===== src/rtl/dsin_pkg.sv =====
package dsin_pkg;

  typedef enum logic [1:0] {
    CAP_RISE   = 2'd0,
    CAP_BOTH   = 2'd1,
    CAP_MANCH  = 2'd2,
    CAP_EVERY2 = 2'd3
  } cap_mode_e;

  // Acceptance window for the next mid-bit transition: 3/4 of the period.
  function automatic int unsigned win_of(int unsigned per);
    return per - (per >> 2);
  endfunction

endpackage


===== src/rtl/dsin_sync.sv =====
module dsin_sync #(
  parameter int STAGES = 2
) (
  input  logic clk,
  input  logic rst_n,
  input  logic d,
  output logic q
);
  logic [STAGES-1:0] sh;

  always_ff @(posedge clk or negedge rst_n) begin
    if (!rst_n) sh <= '0;
    else        sh <= {sh[STAGES-2:0], d};
  end

  assign q = sh[STAGES-1];
endmodule


===== src/rtl/dsin_edge.sv =====
module dsin_edge (
  input  logic clk,
  input  logic rst_n,
  input  logic lvl,
  output logic rise,
  output logic fall
);
  logic prev;

  always_ff @(posedge clk or negedge rst_n) begin
    if (!rst_n) prev <= 1'b0;
    else        prev <= lvl;
  end

  assign rise = lvl & ~prev;
  assign fall = ~lvl & prev;
endmodule


===== src/rtl/dsin_manch.sv =====
module dsin_manch
  import dsin_pkg::*;
#(
  parameter int CNT_W = 12
) (
  input  logic clk,
  input  logic rst_n,
  input  logic restart,
  input  logic en,
  input  logic d_rise,
  input  logic d_fall,
  output logic bit_vld,
  output logic bit_val
);
  logic [CNT_W-1:0] per, ivl, since, win;
  logic             seen, tr;

  assign tr      = d_rise | d_fall;
  assign win     = CNT_W'(win_of(32'(per)));
  assign bit_vld = en & tr & (since >= win);
  assign bit_val = d_rise;

  always_ff @(posedge clk or negedge rst_n) begin
    if (!rst_n) begin
      per   <= '0;
      ivl   <= '0;
      since <= '1;
      seen  <= 1'b0;
    end else if (restart) begin
      per   <= '0;
      ivl   <= '0;
      since <= '1;
      seen  <= 1'b0;
    end else if (en && tr) begin
      if (seen && ivl > per) per <= ivl;
      ivl   <= CNT_W'(1);
      seen  <= 1'b1;
      since <= bit_vld ? CNT_W'(1) : ((since == '1) ? since : since + 1'b1);
    end else begin
      ivl   <= (ivl == '1) ? ivl : ivl + 1'b1;
      since <= (since == '1) ? since : since + 1'b1;
    end
  end
endmodule


===== src/rtl/dsin_clkmon.sv =====
module dsin_clkmon #(
  parameter int TMO_W = 16
) (
  input  logic             clk,
  input  logic             rst_n,
  input  logic             restart,
  input  logic             activity,
  input  logic [TMO_W-1:0] limit,
  input  logic             clr,
  output logic [TMO_W-1:0] idle_cnt,
  output logic             fail
);
  logic expired;

  assign expired = (limit != '0) && (idle_cnt >= limit);

  always_ff @(posedge clk or negedge rst_n) begin
    if (!rst_n) begin
      idle_cnt <= '0;
      fail     <= 1'b0;
    end else begin
      if (activity || restart)  idle_cnt <= '0;
      else if (idle_cnt != '1)  idle_cnt <= idle_cnt + 1'b1;
      if (expired)              fail <= 1'b1;
      else if (clr)             fail <= 1'b0;
    end
  end
endmodule


===== src/rtl/dsin_front.sv =====
module dsin_front
  import dsin_pkg::*;
#(
  parameter int SYNC_STAGES = 2,
  parameter int CNT_W       = 12,
  parameter int TMO_W       = 16
) (
  input  logic             clk,
  input  logic             rst_n,
  input  logic [1:0]       mode,
  input  logic [TMO_W-1:0] timeout,
  input  logic             fail_clr,
  input  logic             mod_clk_pin,
  input  logic             mod_dat_pin,
  output logic             sample_bit,
  output logic             sample_vld,
  output logic             clk_fail
);
  localparam int NPIN = 2;

  logic [NPIN-1:0] pin_raw, pin_s, pin_r, pin_f;
  assign pin_raw = {mod_dat_pin, mod_clk_pin};

  for (genvar i = 0; i < NPIN; i++) begin : g_pin
    dsin_sync #(.STAGES(SYNC_STAGES)) sync_i (
      .clk(clk), .rst_n(rst_n), .d(pin_raw[i]), .q(pin_s[i]));
    dsin_edge edge_i (
      .clk(clk), .rst_n(rst_n), .lvl(pin_s[i]), .rise(pin_r[i]), .fall(pin_f[i]));
  end

  // Named internal events, shared with the checker.
  logic clk_rise, clk_fall, dat_s, dat_edge, mode_chg, div_ph;
  logic man_vld, man_bit, take, take_bit, activity;
  logic [1:0] mode_q;
  logic [TMO_W-1:0] idle_cnt;
  cap_mode_e cm;

  assign clk_rise = pin_r[0];
  assign clk_fall = pin_f[0];
  assign dat_s    = pin_s[1];
  assign dat_edge = pin_r[1] | pin_f[1];
  assign mode_chg = (mode != mode_q);
  assign cm       = cap_mode_e'(mode);

  always_ff @(posedge clk or negedge rst_n) begin
    if (!rst_n) begin
      mode_q <= 2'd0;
      div_ph <= 1'b0;
    end else begin
      mode_q <= mode;
      if (mode_chg || cm != CAP_EVERY2) div_ph <= 1'b0;
      else if (clk_rise)                div_ph <= ~div_ph;
    end
  end

  dsin_manch #(.CNT_W(CNT_W)) manch_i (
    .clk(clk), .rst_n(rst_n), .restart(mode_chg),
    .en(cm == CAP_MANCH && !mode_chg),
    .d_rise(pin_r[1]), .d_fall(pin_f[1]),
    .bit_vld(man_vld), .bit_val(man_bit));

  always_comb begin
    take_bit = dat_s;
    unique case (cm)
      CAP_RISE:   take = clk_rise;
      CAP_BOTH:   take = clk_rise | clk_fall;
      CAP_EVERY2: take = clk_rise & div_ph & ~mode_chg;
      CAP_MANCH: begin
        take     = man_vld;
        take_bit = man_bit;
      end
      default:    take = 1'b0;
    endcase
  end

  always_ff @(posedge clk or negedge rst_n) begin
    if (!rst_n) begin
      sample_vld <= 1'b0;
      sample_bit <= 1'b0;
    end else begin
      sample_vld <= take;
      if (take) sample_bit <= take_bit;
    end
  end

  assign activity = (cm == CAP_MANCH) ? dat_edge : (clk_rise | clk_fall);

  dsin_clkmon #(.TMO_W(TMO_W)) mon_i (
    .clk(clk), .rst_n(rst_n), .restart(mode_chg), .activity(activity),
    .limit(timeout), .clr(fail_clr), .idle_cnt(idle_cnt), .fail(clk_fail));
endmodule


===== config.mk =====
export PLATFORM = sky130hd
export DESIGN_NAME = dsin_front
export DESIGN_NICKNAME = d
export VERILOG_FILES = /design/src/rtl/dsin_pkg.sv /design/src/rtl/dsin_sync.sv /design/src/rtl/dsin_edge.sv /design/src/rtl/dsin_manch.sv /design/src/rtl/dsin_clkmon.sv /design/src/rtl/dsin_front.sv
export SDC_FILE = /design/constraint.sdc
export NUM_CORES = 1
export LEC_CHECK = 0
export ABC_AREA = 1
export BUFFER_PORTS_ARGS = -buffer_cell sky130_fd_sc_hd__clkbuf_2
export CAP_MARGIN = 15
export CORE_ASPECT_RATIO = 0.7
export CORE_UTILIZATION = 55
export DETAILED_ROUTE_END_ITERATION = 6
export GPL_ROUTABILITY_DRIVEN = 0
export PLACE_DENSITY_LB_ADDON = 0.25
export SLEW_MARGIN = 5
export SYNTH_ARGS = -nofsm -noshare
export SYNTH_HDL_FRONTEND = slang
export SYNTH_HIERARCHICAL = 1
export SYNTH_SLANG_ARGS = --single-unit
export TNS_END_PERCENT = 5

===== constraint.sdc =====
create_clock -name clk -period 5.9 [get_ports clk]
set_clock_uncertainty 0.1 [all_clocks]
set_input_delay 0.295 -clock clk [delete_from_list [all_inputs] [get_ports clk]]
set_output_delay 0.295 -clock clk [all_outputs]
set_load 0.1 [all_outputs]

==> run metrics, run 1 <==
syn avg cell area a little over 7 µm²; total track usage 25.7%; Post-DP Area 5340 µm²; largest net degree at the start of global routing 66; Clock Path Buffers 2; RSZ-0062 raised after global routing false; CP max FO 13; Int Pwr approximately 1100 µW; FP Rows 29; post-CTS setup repair buffer count 0; global-route wire length before repair ~20,000 µm; Peak VDD IR around 0.00026 V; die height 82.8 µm; Max Clk Rate slightly below 300 MHz; clock slew at reported path FFs 50 ps; largest cells by area after synthesis dfrtp_1 (26%), nand2_1 (14%), ha_1 (13%); initial DRC count 387; post-cts hold buffer count 2; Synth Instances just over 700; Final Max Slew Viols 0; Vias per Instance about 5.4; Routed WL 11,800 µm; vias 4,687; most common cell in the netlist nand2_1; minimum clock period 3400 ps; Design Power 1680 µW; Synth Register Bits 65; share of layout cells above drive strength 1 13.1%; Mapped Area 5130 µm²; ys flop type dfrtp_1; # DRC 0; area delta synth->final 10.3%; run status finished, final reports clean; sequential area share after synthesis 32.0%; Fin. Hold Viols 0; Core ar. 9070 µm²; Synth async-reset ratio 100%; area leader, netlist dfrtp_1; multi-input combinational cell area 2990 µm²; Hold/Removal Path Class input port to register; Yosys warnings 6; Worst setup SP type register; setup TNS 0 ps; fin crit share a little under three fifths; starting density of the core 56.5%; clock power share 31.7%; CTS tree done; FF+latch area 1640 µm²; H-tree levels 3; sequential power share around a third; NetSw 604 µW; post-CTS sizing 0; syn nets 784; Final setup viols 0; initial antenna violation count 0; Port Buffers 25; Worst Path Arrival 3520 ps; final instance area roughly 5700 µm²; Pleak 0.00311 µW; combinational share of power a little over a third; number of global-route vias before repair approximately 4,100; Synth cell types 43; top-area cell type share of the netlist area 25.9%; GRT Residual Overflow 0; antenna-violating nets left 0; die area 9720 µm²; io pins 26; Clk Latency, worst-skew pair between 300 and 400 ps; # diodes 0; Post-synth top cells nand2_1 (197), inv_1 (104), nor2_1 (58); clock buffer count from CTS 9; Post-synth EDFFs 0; Slew @ Worst Pin just over 1000 ps; CP Capture Type register; CTS root buf clkbuf_16; pwr/cell area ~300 nW/µm²; Relative slew margins 31.1%; DIE WIDTH 117 µm; Layout fillers around 820; max_cap viols 0; detailed-route wire length per cell 13.7 µm; post-detail-place hpwl between 8000 and 9000 µm; critical path type register to register; critical path required time around 6000 ps; CTS Sinks 65; Net Sw Frac 35.9%; DRT Pass-1 Iters 7; # nets final 812
==> power groups by stage <==
stage	registers [µW]	clock network (µW)	logic, µW
detailed placement	558	0	583
floorplan	556	0	501
finish	553	532	596
global route	558	560	688
global placement	559	0	569
CTS	551	545	592
==> registers in the layout, summed over array words and instances, names as in the netlist <==
| signal | cells |
|---|---|
| g_pin.sync_i/sh | 4 |
| g_pin.edge_i/prev | 2 |
| mon_i/fail | 1 |
| mode_q | 2 |
| manch_i/per | 12 |
| sample_bit | 1 |
| sample_vld | 1 |
| manch_i/seen | 1 |
| div_ph | 1 |
| manch_i/ivl | 12 |
| manch_i/since | 12 |
| mon_i/idle_cnt | 16 |
==> cell type report <==
| cell class | count | area share, % |
|---|---|---|
| Multi-Input combinational cell | 519 | 52.8 |
| Tap cell | 124 | 2.74 |
| Sequential cell | 65 | 29.0 |
| Inverter | 112 | 7.44 |
| Timing Repair Buffer | 28 | 2.70 |
| Clock buffer | 12 | 4.54 |
| Clock inverter | 3 | 0.708 |
==> worst max-delay path, stage by stage, from the launching register on <==
cell,delay (ps)
dfrtp_1,390
inv_1,90
ha_1,360
a21oi_1,250
o21ai_0,150
a21oi_1,180
xor2_1,260
ha_1,300
nand2_1,90
inv_1,50
nand2_1,60
nand2_1,50
nand2_1,50
nand4_1,80
nand2_1,330
inv_1,100
o21ai_2,150
nand3_2,100
nand3_1,80
nand2_1,60
==> worst paths after layout <==
path                                             from                     to  slack (ps)  cells past startpoint
max in group asynchronous                       rst_n   g_pin[0].edge_i/prev        5100                      2
min in group asynchronous                       rst_n         manch_i/per[9]          30                      2
worst max register to register         manch_i/per[7]             sample_bit        2500                     19
worst min-delay path                          mode[0]              mode_q[0]          20                      1
worst min register to register  g_pin[0].sync_i/sh[0]  g_pin[0].sync_i/sh[1]         250                      0
worst max-delay path                   manch_i/per[7]             sample_bit        2500                     19
==> placed cells by master (no fill, tap or decap), drive strengths merged, types with 12 or more instances in the layout <==
cell type | Yosys | layout
nand2 | 204 | 204
inv | 111 | 111
nor2 | 67 | 67
nand3 | 61 | 61
dfrtp | 53 | 53
ha | 53 | 53
clkbuf | 2 | 36
o21ai | 32 | 32
a21oi | 26 | 26
nand4 | 26 | 26
nor3 | 16 | 16
xor2 | 12 | 12
dfstp | 12 | 12
==> metal layers <==
layer / GRT usage (%) / vias to the layer above / share of wire (%)
met5: 0 / - / 0
met4: 7.92 / 0 / 1.2
met3: 5.33 / 16 / 5.9
met2: 39.7 / 162 / 43
met1: 36.4 / 2167 / 50
li1: - / 2342 / -
==> stage by stage <==
| step | instances | utilization, % | setup slack, ps | hold WS [ps] |
|---|---|---|---|---|
| floorplan | 707 | - | 2950 | -101 |
| global placement | 846 | 58.8 | 2690 | 232 |
| detailed placement | 846 | 58.8 | 2610 | 236 |
| CTS | 863 | 62.3 | 2550 | 11.5 |
| global route | 863 | 62.3 | 2220 | 17.0 |
| finish | 863 | 62.3 | 2500 | 17.8 |
==> cell families after synthesis <==
logic type / after synthesis / synth area share (%)
xor+xnor: 17 / 2.90
flops: 65 / 32.0
fa+ha+maj: 54 / 13.3
simple gates: 381 / 34.8
compound gates: 67 / 7.27
buf+inv: 123 / 9.69
Note: power is estimated with default switching activity, not from simulation.
==> inputs of run 2 (changes only) <==
==> constraint.sdc (replaced) <==
create_clock -name clk -period 3.6 [get_ports clk]
set_clock_uncertainty 0.1 [all_clocks]
set_input_delay 0.18 -clock clk [delete_from_list [all_inputs] [get_ports clk]]
set_output_delay 0.18 -clock clk [all_outputs]
set_load 0.1 [all_outputs]
==> run 2 against run 1 <==
  * Clock-buffer cell count unchanged
  * Core utilization increased by 0.52 points
  * Die area unchanged
  * Global-route usage increased by 0.16 points
  * Largest power group unchanged
==> run metrics, run 2 (same netlist as run 1, synthesis figures left out) <==
Largest Register mon_i/idle_cnt; Core ar. 9070 µm² (unchanged); Fin. Hold Viols 0 (unchanged); Max Clk Rate 332 MHz (+13%); critical path type register to register; vias 4,622 (-1.4%); largest net degree at the start of global routing 38 (-42%); critical path required time 3720 ps (-2300 ps); Worst Path Arrival 3140 ps (-380 ps); global-route wire length before repair 19,700 µm (+0.32%); Clock Path Buffers 2 (unchanged); Final Max Slew Viols 0 (unchanged); io pins 26 (unchanged); DIE WIDTH 117 µm (unchanged); initial DRC count 312 (-19%); share of layout cells above drive strength 1 13.2% (+0.046 points); # nets final 817 (+0.62%); placed insts 847 (+0.12%); max_cap viols 0 (unchanged); clock slew at reported path FFs 50 ps (about the same); max reg flops 16 (unchanged); total track usage 25.9% (+0.16 points); Pleak 0.00313 µW (+0.67%); GRT Residual Overflow 0 (unchanged); Core Util, Final 62.9% (+0.52 points); Final Instance Count excl. Fillers 868 (+0.58%); Slew @ Worst Pin 1030 ps (-4.92 ps); commonest non-fill, non-tap cell in the layout nand2_1; fin crit share 83.7% (+26 points); CTS tree done; Post-DP Area 5350 µm² (+0.14%); area delta synth->final 11.2%; Clk Latency, worst-skew pair 330 ps (about the same); starting density of the core 56.5% (unchanged); number of global-route vias before repair 4,139 (+1.2%); CP max FO 5 (-8); setup TNS 0 ps (unchanged); detailed-route wire length per cell 13.7 µm (about the same); FP Rows 29 (unchanged); minimum clock period 3010 ps (-384 ps); Vias per Instance 5.32 (-2.0%); antenna-violating nets left 0 (unchanged); Hold/Removal Path Class input port to register; Peak VDD IR 0.000410 V (+56%); commonest non-fill, non-tap cells in the layout nand2_1 (197), inv_1 (104), nor2_1 (58); DRT Pass-1 Iters 5 (-2); Final setup viols 0 (unchanged); post-cts hold buffer count 6 (+4); # diodes 0 (unchanged); die area 9720 µm² (unchanged); post-CTS setup repair buffer count 0 (unchanged); die height 82.8 µm (unchanged); clock buffer count from CTS 9 (unchanged); post-CTS sizing 0 (unchanged); initial antenna violation count 0 (unchanged); RSZ-0062 raised after global routing false; final instance area 5700 µm² (+0.84%); post-detail-place hpwl 8980 µm (+2.7%); Worst setup SP type register; CP Capture Type register; Routed WL 11,900 µm (+0.60%); CTS Sinks 65 (unchanged); CTS root buf clkbuf_16; Port Buffers 25 (unchanged); Relative slew margins 31.4% (+0.33 points); run status finished, final reports clean; H-tree levels 3 (unchanged); pwr/cell area 484 nW/µm² (+63%); # DRC 0 (unchanged)
==> run 2: cell count changes in the layout (fill, tap and decap cells not counted) <==
| cell | previous run | this run |
|---|---|---|
| buf_4 | 1 | 2 |
| dlygate4sd3_1 | 2 | 6 |
==> run 2: where the power goes <==
part           switching [µW]  internal (µW)  total [µW]
Sequential               75.9            826         901
Clock                     306            567         873
Combinational             610            375         985
Total                     991           1770        2760
==> run 2: critical path, stage by stage (launching register included) <==
cell     delay, ps
dfrtp_1        390
inv_1           90
ha_1           370
nand2_1         90
o21ai_1        260
nand2_1         90
nand2_1         90
xor2_1         230
ha_1           300
nand2_1        100
inv_1           50
nand2_1         60
nand2_1         40
nand2_1         50
nand4_1         80
nand2_1        100
inv_1           60
o21ai_2        140
nand3_2        100
nand3_1         70
nand2_1         50
==> run 2: final timing paths <==
check                                        endpoint  slack [ps]  cells past startpoint                   from
worst max-delay path                       sample_bit         590                     20         manch_i/per[4]
worst min-delay path                       mon_i/fail         110                      5            timeout[14]
worst max register to register             sample_bit         590                     20         manch_i/per[4]
worst min register to register  g_pin[0].sync_i/sh[1]         250                      0  g_pin[0].sync_i/sh[0]
max in group asynchronous            manch_i/since[2]        2050                      3                  rst_n
min in group asynchronous             manch_i/per[11]         400                      2                  rst_n
==> run 2: per-stage QoR <==
step	power [µW]	setup WS [ps]	hold WS (ps)
2_1_floorplan	1730	650	-216
3_3_place_gp	1850	662	190
3_5_place_dp	1870	626	190
4_1_cts	2770	612	100
5_1_grt	2970	334	138
6_report	2760	587	106
==> run 2: final cells by class <==
| type | count | area, µm² |
|---|---|---|
| fillers | 824 | 3370 |
| multi-input cells | 519 | 2990 |
| flip-flops and latches | 65 | 1640 |
| inverters | 112 | 420 |
| clock buffers | 12 | 256 |
| repair buffers | 33 | 200 |
| well taps | 124 | 155 |
| clock inverters | 3 | 40.0 |
==> run 2: layer usage <==
layer	wire (µm)	share of wire [%]	GRT usage (%)	vias to the layer above
li1	-	-	-	2352
met1	5920	50	37.2	2120
met2	5050	43	39.8	139
met3	824	6.9	5.40	11
met4	82	0.69	6.49	0
met5	0	0	0	-
